`src/rtl/serstat_pkg.sv`:
```
package serstat_pkg;
  localparam int SR_W   = 8;
  localparam int B_TDRE = 7;
  localparam int B_RDRF = 6;
  localparam int B_OVR  = 5;
  localparam int B_FRM  = 4;
  localparam int B_PAR  = 3;
  localparam int B_TEND = 2;
  localparam int B_MPBR = 1;
  localparam int B_MPBT = 0;
  // clearable flags occupy bits CLR_LO .. SR_W-1
  localparam int CLR_LO = B_PAR;
  localparam int NCLR   = SR_W - CLR_LO;
  localparam logic [SR_W-1:0] RST_IMG = 8'h84;
endpackage

```
`src/rtl/serstat_flag.sv`:
```
// One clearable flag: next-state logic plus its read-seen-one qualifier.
module serstat_flag #(
  parameter logic RST_VAL = 1'b0
) (
  input  logic clk,
  input  logic rst_n,
  input  logic standby_i,
  input  logic q_i,
  input  logic set_i,
  input  logic dma_clr_i,
  input  logic rd_i,
  input  logic wr0_i,
  output logic d_o
);
  logic arm_q;
  logic arm_d;
  logic clr;

  always_comb begin
    clr = (wr0_i && arm_q) || dma_clr_i;
    if (standby_i)   d_o = RST_VAL;
    else if (set_i)  d_o = 1'b1;
    else if (clr)    d_o = 1'b0;
    else             d_o = q_i;
  end

  always_comb begin
    if (standby_i || !d_o) arm_d = 1'b0;
    else                   arm_d = arm_q || (rd_i && q_i);
  end

  always_ff @(posedge clk or negedge rst_n) begin
    if (!rst_n) arm_q <= 1'b0;
    else        arm_q <= arm_d;
  end
endmodule

```
`src/rtl/serstat_rxev.sv`:
```
// Decodes a finished character into flag set requests.
module serstat_rxev (
  input  logic done_i,
  input  logic frm_i,
  input  logic par_i,
  input  logic full_i,
  output logic set_full_o,
  output logic set_ovr_o,
  output logic set_frm_o,
  output logic set_par_o
);
  always_comb begin
    set_ovr_o  = done_i && full_i;
    set_frm_o  = done_i && frm_i;
    set_par_o  = done_i && par_i;
    set_full_o = done_i && !full_i && !frm_i && !par_i;
  end
endmodule

```
`src/rtl/serstat_tend.sv`:
```
// Transmit-done flag next state.
module serstat_tend (
  input  logic tx_en_i,
  input  logic standby_i,
  input  logic last_i,
  input  logic empty_q_i,
  input  logic empty_d_i,
  input  logic q_i,
  output logic d_o
);
  logic force_set;
  logic empty_fall;

  always_comb begin
    force_set  = standby_i || !tx_en_i || (last_i && empty_q_i);
    empty_fall = empty_q_i && !empty_d_i;
    if (force_set)       d_o = 1'b1;
    else if (empty_fall) d_o = 1'b0;
    else                 d_o = q_i;
  end
endmodule

```
`src/rtl/serstat_bus.sv`:
```
// Bus strobe decode.
module serstat_bus #(
  parameter int NCLR = 5
) (
  input  logic            cs_i,
  input  logic            we_i,
  input  logic [NCLR-1:0] wd_clr_i,
  output logic            rd_o,
  output logic            wr_o,
  output logic [NCLR-1:0] wr0_o
);
  always_comb begin
    rd_o  = cs_i && !we_i;
    wr_o  = cs_i && we_i;
    wr0_o = wr_o ? ~wd_clr_i : '0;
  end
endmodule

```
`src/rtl/serstat_reg.sv`:
```
module serstat_reg
  import serstat_pkg::*;
(
  input  logic            clk,
  input  logic            rst_n,
  input  logic            cs,
  input  logic            we,
  input  logic [SR_W-1:0] wdata,
  output logic [SR_W-1:0] rdata,
  input  logic            tx_en,
  input  logic            standby,
  input  logic            ev_tx_load,
  input  logic            ev_tx_last,
  input  logic            ev_rx_done,
  input  logic            rx_frm_err,
  input  logic            rx_par_err,
  input  logic            rx_mpb,
  input  logic            dma_tx_wr,
  input  logic            dma_rx_rd,
  output logic            tx_mpb
);
  logic [1:0]      rst_pipe;
  logic            rst_sn;
  logic [SR_W-1:0] sr_q;
  logic [SR_W-1:0] sr_d;
  logic [NCLR-1:0] flag_d;
  logic [NCLR-1:0] set_vec;
  logic [NCLR-1:0] dma_vec;
  logic [NCLR-1:0] wr0;
  logic            bus_rd;
  logic            bus_wr;
  logic            set_full, set_ovr, set_frm, set_par;
  logic            tend_d;

  // reset: asserted asynchronously, released on the clock
  always_ff @(posedge clk or negedge rst_n) begin
    if (!rst_n) rst_pipe <= 2'b00;
    else        rst_pipe <= {rst_pipe[0], 1'b1};
  end
  assign rst_sn = rst_pipe[1];

  serstat_bus #(.NCLR(NCLR)) u_bus (
    .cs_i     (cs),
    .we_i     (we),
    .wd_clr_i (wdata[SR_W-1:CLR_LO]),
    .rd_o     (bus_rd),
    .wr_o     (bus_wr),
    .wr0_o    (wr0)
  );

  serstat_rxev u_rxev (
    .done_i     (ev_rx_done),
    .frm_i      (rx_frm_err),
    .par_i      (rx_par_err),
    .full_i     (sr_q[B_RDRF]),
    .set_full_o (set_full),
    .set_ovr_o  (set_ovr),
    .set_frm_o  (set_frm),
    .set_par_o  (set_par)
  );

  always_comb begin
    set_vec = '0;
    dma_vec = '0;
    set_vec[B_TDRE-CLR_LO] = ev_tx_load || !tx_en;
    set_vec[B_RDRF-CLR_LO] = set_full;
    set_vec[B_OVR-CLR_LO]  = set_ovr;
    set_vec[B_FRM-CLR_LO]  = set_frm;
    set_vec[B_PAR-CLR_LO]  = set_par;
    dma_vec[B_TDRE-CLR_LO] = dma_tx_wr;
    dma_vec[B_RDRF-CLR_LO] = dma_rx_rd;
  end

  for (genvar j = 0; j < NCLR; j++) begin : g_flag
    serstat_flag #(.RST_VAL(RST_IMG[j+CLR_LO])) u_flag (
      .clk       (clk),
      .rst_n     (rst_sn),
      .standby_i (standby),
      .q_i       (sr_q[j+CLR_LO]),
      .set_i     (set_vec[j]),
      .dma_clr_i (dma_vec[j]),
      .rd_i      (bus_rd),
      .wr0_i     (wr0[j]),
      .d_o       (flag_d[j])
    );
  end

  serstat_tend u_tend (
    .tx_en_i   (tx_en),
    .standby_i (standby),
    .last_i    (ev_tx_last),
    .empty_q_i (sr_q[B_TDRE]),
    .empty_d_i (flag_d[B_TDRE-CLR_LO]),
    .q_i       (sr_q[B_TEND]),
    .d_o       (tend_d)
  );

  always_comb begin
    sr_d                   = sr_q;
    sr_d[SR_W-1:CLR_LO]    = flag_d;
    sr_d[B_TEND]           = tend_d;
    if (set_full) sr_d[B_MPBR] = rx_mpb;
    if (bus_wr)   sr_d[B_MPBT] = wdata[B_MPBT];
  end

  always_ff @(posedge clk or negedge rst_sn) begin
    if (!rst_sn) sr_q <= RST_IMG;
    else         sr_q <= sr_d;
  end

  assign rdata  = sr_q;
  assign tx_mpb = sr_q[B_MPBT];
endmodule

```
`config.mk`:
```
export PLATFORM = sky130hd
export DESIGN_NAME = serstat_reg
export DESIGN_NICKNAME = d
export VERILOG_FILES = /design/src/rtl/serstat_pkg.sv /design/src/rtl/serstat_flag.sv /design/src/rtl/serstat_rxev.sv /design/src/rtl/serstat_tend.sv /design/src/rtl/serstat_bus.sv /design/src/rtl/serstat_reg.sv
export SDC_FILE = /design/constraint.sdc
export NUM_CORES = 1
export LEC_CHECK = 0
export ABC_AREA = 1
export BUFFER_PORTS_ARGS = -buffer_cell sky130_fd_sc_hd__buf_2
export CORE_MARGIN = 5
export CORE_UTILIZATION = 45
export DETAILED_ROUTE_END_ITERATION = 10
export PLACE_DENSITY = 0.76
export SYNTH_ARGS = -nofsm -noshare
export SYNTH_HDL_FRONTEND = slang
export SYNTH_SLANG_ARGS = --single-unit
```
`constraint.sdc`:
```
create_clock -name clk -period 0.9 [get_ports clk]
set_input_delay 0.045 -clock clk [delete_from_list [all_inputs] [get_ports clk]]
set_output_delay 0.045 -clock clk [all_outputs]
set_load 0.01 [all_outputs]
```
==> results of run 1 <==
## worst paths after layout
path                                   from                endpoint  slack, ns
worst max-delay path               rdata[2]                rdata[2]       -0.1
worst min-delay path                 rx_mpb                rdata[1]     -0.001
worst max register to register     rdata[7]                rdata[2]      -0.08
worst min register to register  rst_pipe[1]  g_flag[2].u_flag.arm_q       0.18
max in group asynchronous       rst_pipe[1]                rdata[7]       0.48
min in group asynchronous             rst_n             rst_pipe[0]       0.08
## power by group through the flow
stage	combinational, W	sequential [W]	clock, W
floorplan	0.0000960	0.000752	0
global placement	0.000195	0.000736	0
detailed placement	0.000200	0.000739	0
CTS	0.000224	0.000726	0.000406
global route	0.000271	0.000733	0.000450
finish	0.000244	0.000727	0.000395
## cell usage after synthesis
cell type and n:
a211oi_1 1, a21oi_1 1, a21oi_2 4, and2_1 4, buf_4 7, conb_1 1, dfrtp_1 13, dfstp_2 2
inv_1 11, inv_2 1, nand2_1 25, nand2_2 1, nand3_1 8, nand4_1 1, nor2_1 8, o21ai_0 1
## cell usage in the layout (no fill, tap or decap)
cell | synthesis | final
nor2_2 | 0 | 1
buf_2 | 0 | 24
clkbuf_4 | 0 | 3
buf_6 | 0 | 6
o21ai_0 | 1 | 1
nand3_4 | 0 | 2
inv_1 | 11 | 8
nand2_2 | 1 | 2
nand3_1 | 8 | 5
and2_1 | 4 | 4
nand4_1 | 1 | 1
a211oi_1 | 1 | 1
buf_4 | 7 | 6
a21oi_2 | 4 | 5
nor2_1 | 8 | 7
conb_1 | 1 | 1
clkinvlp_4 | 0 | 1
dfrtp_1 | 13 | 13
nand2_1 | 25 | 24
inv_2 | 1 | 4
dlygate4sd3_1 | 0 | 2
dfstp_2 | 2 | 2
nand3_2 | 0 | 1
## worst reg2reg max path, delay by kind of cell (launching register included)
kind | cells | cell delay (ns)
flip-flops | 1 | 0.57
buffers and inverters | 1 | 0.12
AND/OR/NAND/NOR | 3 | 0.22
## layer usage
metal	share of wire	track usage	wire (µm)
met1	0.41	0.169	712
met2	0.51	0.241	885
met3	0.064	0.0237	110
met4	0.0081	0.0511	14
met5	0	0	0
## registers in the layout, indices dropped and copies added, names as in the netlist
signal and flops:
rdata 8, g_flag.u_flag.arm_q 5, rst_pipe 2
## timing repair
item                                   CTS  global route
buffers inserted                         3             2
setup endpoints to repair                8            18
gates resized for setup                  7            10
pin swaps                                2            10
endpoints found under the hold margin    3             0
hold buffers                             2             0
## area by class of cell
| class | instances | area, µm² |
|---|---|---|
| multi-input cells | 55 | 297 |
| repair buffers | 38 | 253 |
| fillers | 134 | 502 |
| clock buffers | 3 | 22.5 |
| well taps | 16 | 20.0 |
| inverters | 12 | 45.0 |
| flip-flops and latches | 15 | 378 |
| clock inverters | 1 | 7.51 |
## logic make-up after synthesis
family                 count (synthesis)  share of synthesized area
and+or+nand+nor                       47                      0.275
buffers and inverters                 19                      0.133
DFF                                   15                      0.515
AOI/OAI and AO/OA                      7                     0.0717
other                                  1                    0.00511
## per-stage QoR
step            util  hold WS [ns]  worst slack (ns)  total power [W]
6_report       0.671      -0.00127           -0.0998          0.00137
5_1_grt        0.671       0.00162            -0.139          0.00145
4_1_cts        0.634       0.00131            -0.106          0.00136
3_5_place_dp   0.567        -0.168           -0.0559         0.000939
3_3_place_gp   0.567        -0.170          -0.00672         0.000932
2_1_floorplan      -        -0.251            0.0103         0.000848
==> run_results.csv, run 1 <==
group,metric,value,unit
critical_path,worstPathArrival,0.95,ns
finish,synthToLayoutAreaGrowth,39.4,%
power,power.density,1340,mW/mm²
floorplan,die_width,50.4,µm
sta,setup-tns-final,-0.437,ns
synthesis,yosysTopAreaCell,"dfrtp_1",
critical_path,crit_chain,"buf_6",
route,drtPass1Iterations,4,
synthesis,synth-seq-area-share,0.515,
floorplan,ios,31,
clocking,cts_buffer_depth,2,
power,p_int,0.000993,W
finish,antenna_cells,0,
sta,slew_viol_final,0,
floorplan,row_count,14,
route,routed_wl,1720,µm
grt,grt_pass1_wl,2670,µm
route,first_iter_violations,14,
critical_path,slowest_delay,0.57,ns
place,hpwl,1280,µm
synthesis,synth.distinct_cells,16,
finish,drive_gt1_frac,0.460,
job,maxCapViolations,0,
power,p_leak,0.547,nW
floorplan,die-area,0.00254,mm²
floorplan,die_h,50.4,µm
status,outcome,"finished with violations",
place,dpl_cell_area,863,µm²
sta,post-route-period-util,1.11,
synthesis,synth_seq_cells,15,
power,vdd_drop_max,0.00120,V
synthesis,synth_top_area_share,0.444,
worst_hold_path,hold_path_depth,3,
power,p_clk_frac,0.289,
route,drc,0,
critical_path,crit_type,"reg -> out",
sta,fin_crit,1.00,ns
sta,timing.hold.ws,-0.00127,ns
finish,nets,147,
power,switching_share,0.273,
critical_path,crit_slowest_cell,"dfstp_2",
sta,max_freq,1000,MHz
power,combPwrFrac,0.178,
clocking,tritoncts.num_buffers,3,
synthesis,syn_avg_cell_area,8.24,µm²
grt,grt_max_degree,14,
grt,gr-total-overflow,0,
critical_path,critPathMaxFanout,2,
clocking,numClockSinks,15,
place,gp_congestion,0.724,
grt,grt_pass1_vias,605,
clocking,clk_latency,0.28,ns
critical_path,path_buf_inv,1,
critical_path,cp.depth,1,
critical_path,crit_required,0.85,ns
floorplan,core,0.00152,mm²
route,drtAntennaViolNets,0,
grt,antenna_found_initial,0,
finish,fin_area,0.00102,mm²
worst_hold_path,hold_class,"in -> reg",
grt,grt_usage,0.138,
sta,rsz0062_at_grt,"true",
clocking,tritoncts,"yes",
synthesis,synth_cells,89,
synthesis,ys_warn_count,0,
power,p_seq_frac,0.532,
place,portBuffers,28,
clocking,cts.clk_slew.worst_paths,0.10,ns
synthesis,syn-num-nets,111,
sta,fin_skew,0.00477,ns
critical_path,reg2reg_depth,4,
finish,layout.cells.non_filler,140,
clocking,cts_root_buf,"clkbuf_4",
critical_path,crit_path_start_kind,"register",
sta,hold_violations,1,
critical_path,cp_top_family,"flip-flops",
status,violations,"hold timing, setup timing",
sta,worst_slack,-0.0998,ns
route,vias,667,
route,vias_per_cell,4.76,
synthesis,yosys-top-cells-area,"dfrtp_1 44%, nand2_1 13%, buf_4 7.2%, dfstp_2 7.2%, inv_1 5.6%",
sta,finalSetupViolations,9,
floorplan,initial_utilization,0.481,
place,dp_cells,129,
power,switching_power,0.000373,W
critical_path,end_kind,"output port",
clocking,cts_max_level,1,
synthesis,syn_area,733,µm²
route,routedWlPerCell,12.3,µm
Note: power is estimated with default switching activity, not from simulation.
==> run 2, diff against run 1 <==
--- a/config.mk
+++ b/config.mk
@@ -10,7 +10,7 @@
 export CORE_MARGIN = 5
 export CORE_UTILIZATION = 45
 export DETAILED_ROUTE_END_ITERATION = 10
-export PLACE_DENSITY = 0.76
+export PLACE_DENSITY = 0.81
 export SYNTH_ARGS = -nofsm -noshare
 export SYNTH_HDL_FRONTEND = slang
 export SYNTH_SLANG_ARGS = --single-unit
==> run_results.csv, run 2 (synthesis gave the netlist of run 1 again) <==
group,metric,value,unit
clocking,cts_max_level,1,
sta,fin_skew,0.00376,ns
finish,antenna_cells,0,
sta,setup-tns-final,-0.489,ns
critical_path,reg2reg_to,"g_flag[4].u_flag.arm_q",
sta,max_freq,1020,MHz
status,violations,"setup timing",
floorplan,ios,31,
floorplan,initial_utilization,0.481,
critical_path,reg2reg_depth,3,
critical_path,crit_path_start_kind,"register",
grt,grt_pass1_vias,660,
route,vias,658,
sta,hold_violations,0,
power,vdd_drop_max,0.00105,V
critical_path,critPathMaxFanout,3,
sta,worst_slack,-0.0837,ns
clocking,tritoncts.num_buffers,3,
finish,final_common_cell,"nand2_1",
worst_hold_path,hold_path_depth,2,
clocking,tritoncts,"yes",
floorplan,core,0.00152,mm²
critical_path,end_kind,"output port",
grt,antenna_found_initial,0,
finish,post-route-util,0.661,
route,drtAntennaViolNets,0,
power,switching_share,0.255,
sta,finalSetupViolations,10,
worst_hold_path,min-delay-start,"standby",
clocking,cts_root_buf,"clkbuf_4",
grt,grt_usage,0.138,
power,power.density,1320,mW/mm²
sta,rsz0062_at_grt,"true",
place,post-place-ws,-0.0787,ns
clocking,clk_latency,0.27,ns
critical_path,r2r_start,"rdata[7]",
floorplan,die-area,0.00254,mm²
route,drtPass1Iterations,4,
place,hpwl,1230,µm
route,first_iter_violations,2,
clocking,cts.clk_slew.worst_paths,0.09,ns
sta,fin_crit,0.984,ns
power,p_leak,0.547,nW
grt,grt_pass1_wl,2710,µm
floorplan,row_count,14,
finish,nets,148,
finish,most-common-layout-cells,"25 x nand2_1, 24 x buf_2, 13 x dfrtp_1, 8 x inv_1, 8 x nor2_1",
finish,n_fill_cell,130,
finish,synthToLayoutAreaGrowth,37.4,%
grt,grt_max_degree,14,
route,vias_per_cell,4.67,
place,portBuffers,28,
worst_hold_path,hold_class,"in -> reg",
grt,gr-total-overflow,0,
job,maxCapViolations,0,
power,p_clk_frac,0.279,
power,switching_power,0.000339,W
status,outcome,"finished with violations",
clocking,numClockSinks,15,
critical_path,crit_required,0.85,ns
power,p_seq_frac,0.546,
floorplan,die_width,50.4,µm
finish,drive_gt1_frac,0.424,
worst_hold_path,min_to,"rdata[6]",
sta,post-route-period-util,1.09,
critical_path,crit_start,"rdata[6]",
floorplan,die_h,50.4,µm
place,gp_congestion,0.724,
route,routedWlPerCell,11.5,µm
finish,largest_register_ffs,8,
route,drc,0,
power,combPwrFrac,0.175,
finish,fin_area,0.00101,mm²
critical_path,r2r_slack,-0.07,ns
critical_path,crit_type,"reg -> out",
route,routed_wl,1620,µm
power,p_int,0.000991,W
critical_path,worstPathArrival,0.94,ns
clocking,cts_buffer_depth,2,
sta,slew_viol_final,0,
sta,timing.hold.ws,0.0200,ns
place,dpl_cell_area,863,µm²
==> run 2: cell type report <==
cell class / count / area (µm²) / area share
clock buffer: 4 / 26.3 / 0.0261
timing repair buffer: 39 / 262 / 0.260
tap: 16 / 20.0 / 0.0199
inverter: 12 / 45.0 / 0.0447
multi-input combinational: 55 / 277 / 0.275
sequential: 15 / 378 / 0.375
==> run 2: repair_timing <==
| item | 4_1_cts | 5_1_grt |
|---|---|---|
| endpoints found under the setup margin | 9 | 15 |
| cloned | 0 | 0 |
| resized for setup | 7 | 5 |
| hold endpoints to repair | 5 | 0 |
| pin swaps | 1 | 5 |
| buffers inserted | 1 | 3 |
| hold buffers | 4 | 0 |
==> run 2: how the worst max path moves through the flow <==
stage | to | slack [ns]
final | rdata[6] | -0.08
after global routing | g_flag[3].u_flag.arm_q | -0.13
after CTS | rdata[6] | -0.09
after detailed placement | g_flag[3].u_flag.arm_q | -0.08
after global placement | g_flag[3].u_flag.arm_q | -0.01
after floorplan | g_flag[3].u_flag.arm_q | 0.01
==> run 2: through the flow <==
| stage | instances | total power, W |
|---|---|---|
| global route | 141 | 0.00142 |
| detailed placement | 129 | 0.000938 |
| CTS | 138 | 0.00134 |
| global placement | 129 | 0.000929 |
| finish | 141 | 0.00133 |
| floorplan | 89 | 0.000848 |
==> run 2: critical path, cell delays in order, from the launching register on <==
cell	delay, ns
dfrtp_1	0.42
buf_6	0.13
buf_6	0.11
==> run 2: layer usage <==
metal  vias to the layer above  wire length [µm]  track usage
li1                        338                 -            -
met1                       298               694        0.166
met2                        20               804        0.230
met3                         2               109       0.0325
met4                         0                14       0.0638
met5                         -                 0            0
==> run 2: power by group through the flow <==
stage	registers (W)	logic [W]	clock network [W]
2_1_floorplan	0.000752	0.0000960	0
3_3_place_gp	0.000738	0.000192	0
3_5_place_dp	0.000739	0.000199	0
4_1_cts	0.000726	0.000226	0.000390
5_1_grt	0.000731	0.000259	0.000433
6_report	0.000727	0.000234	0.000371
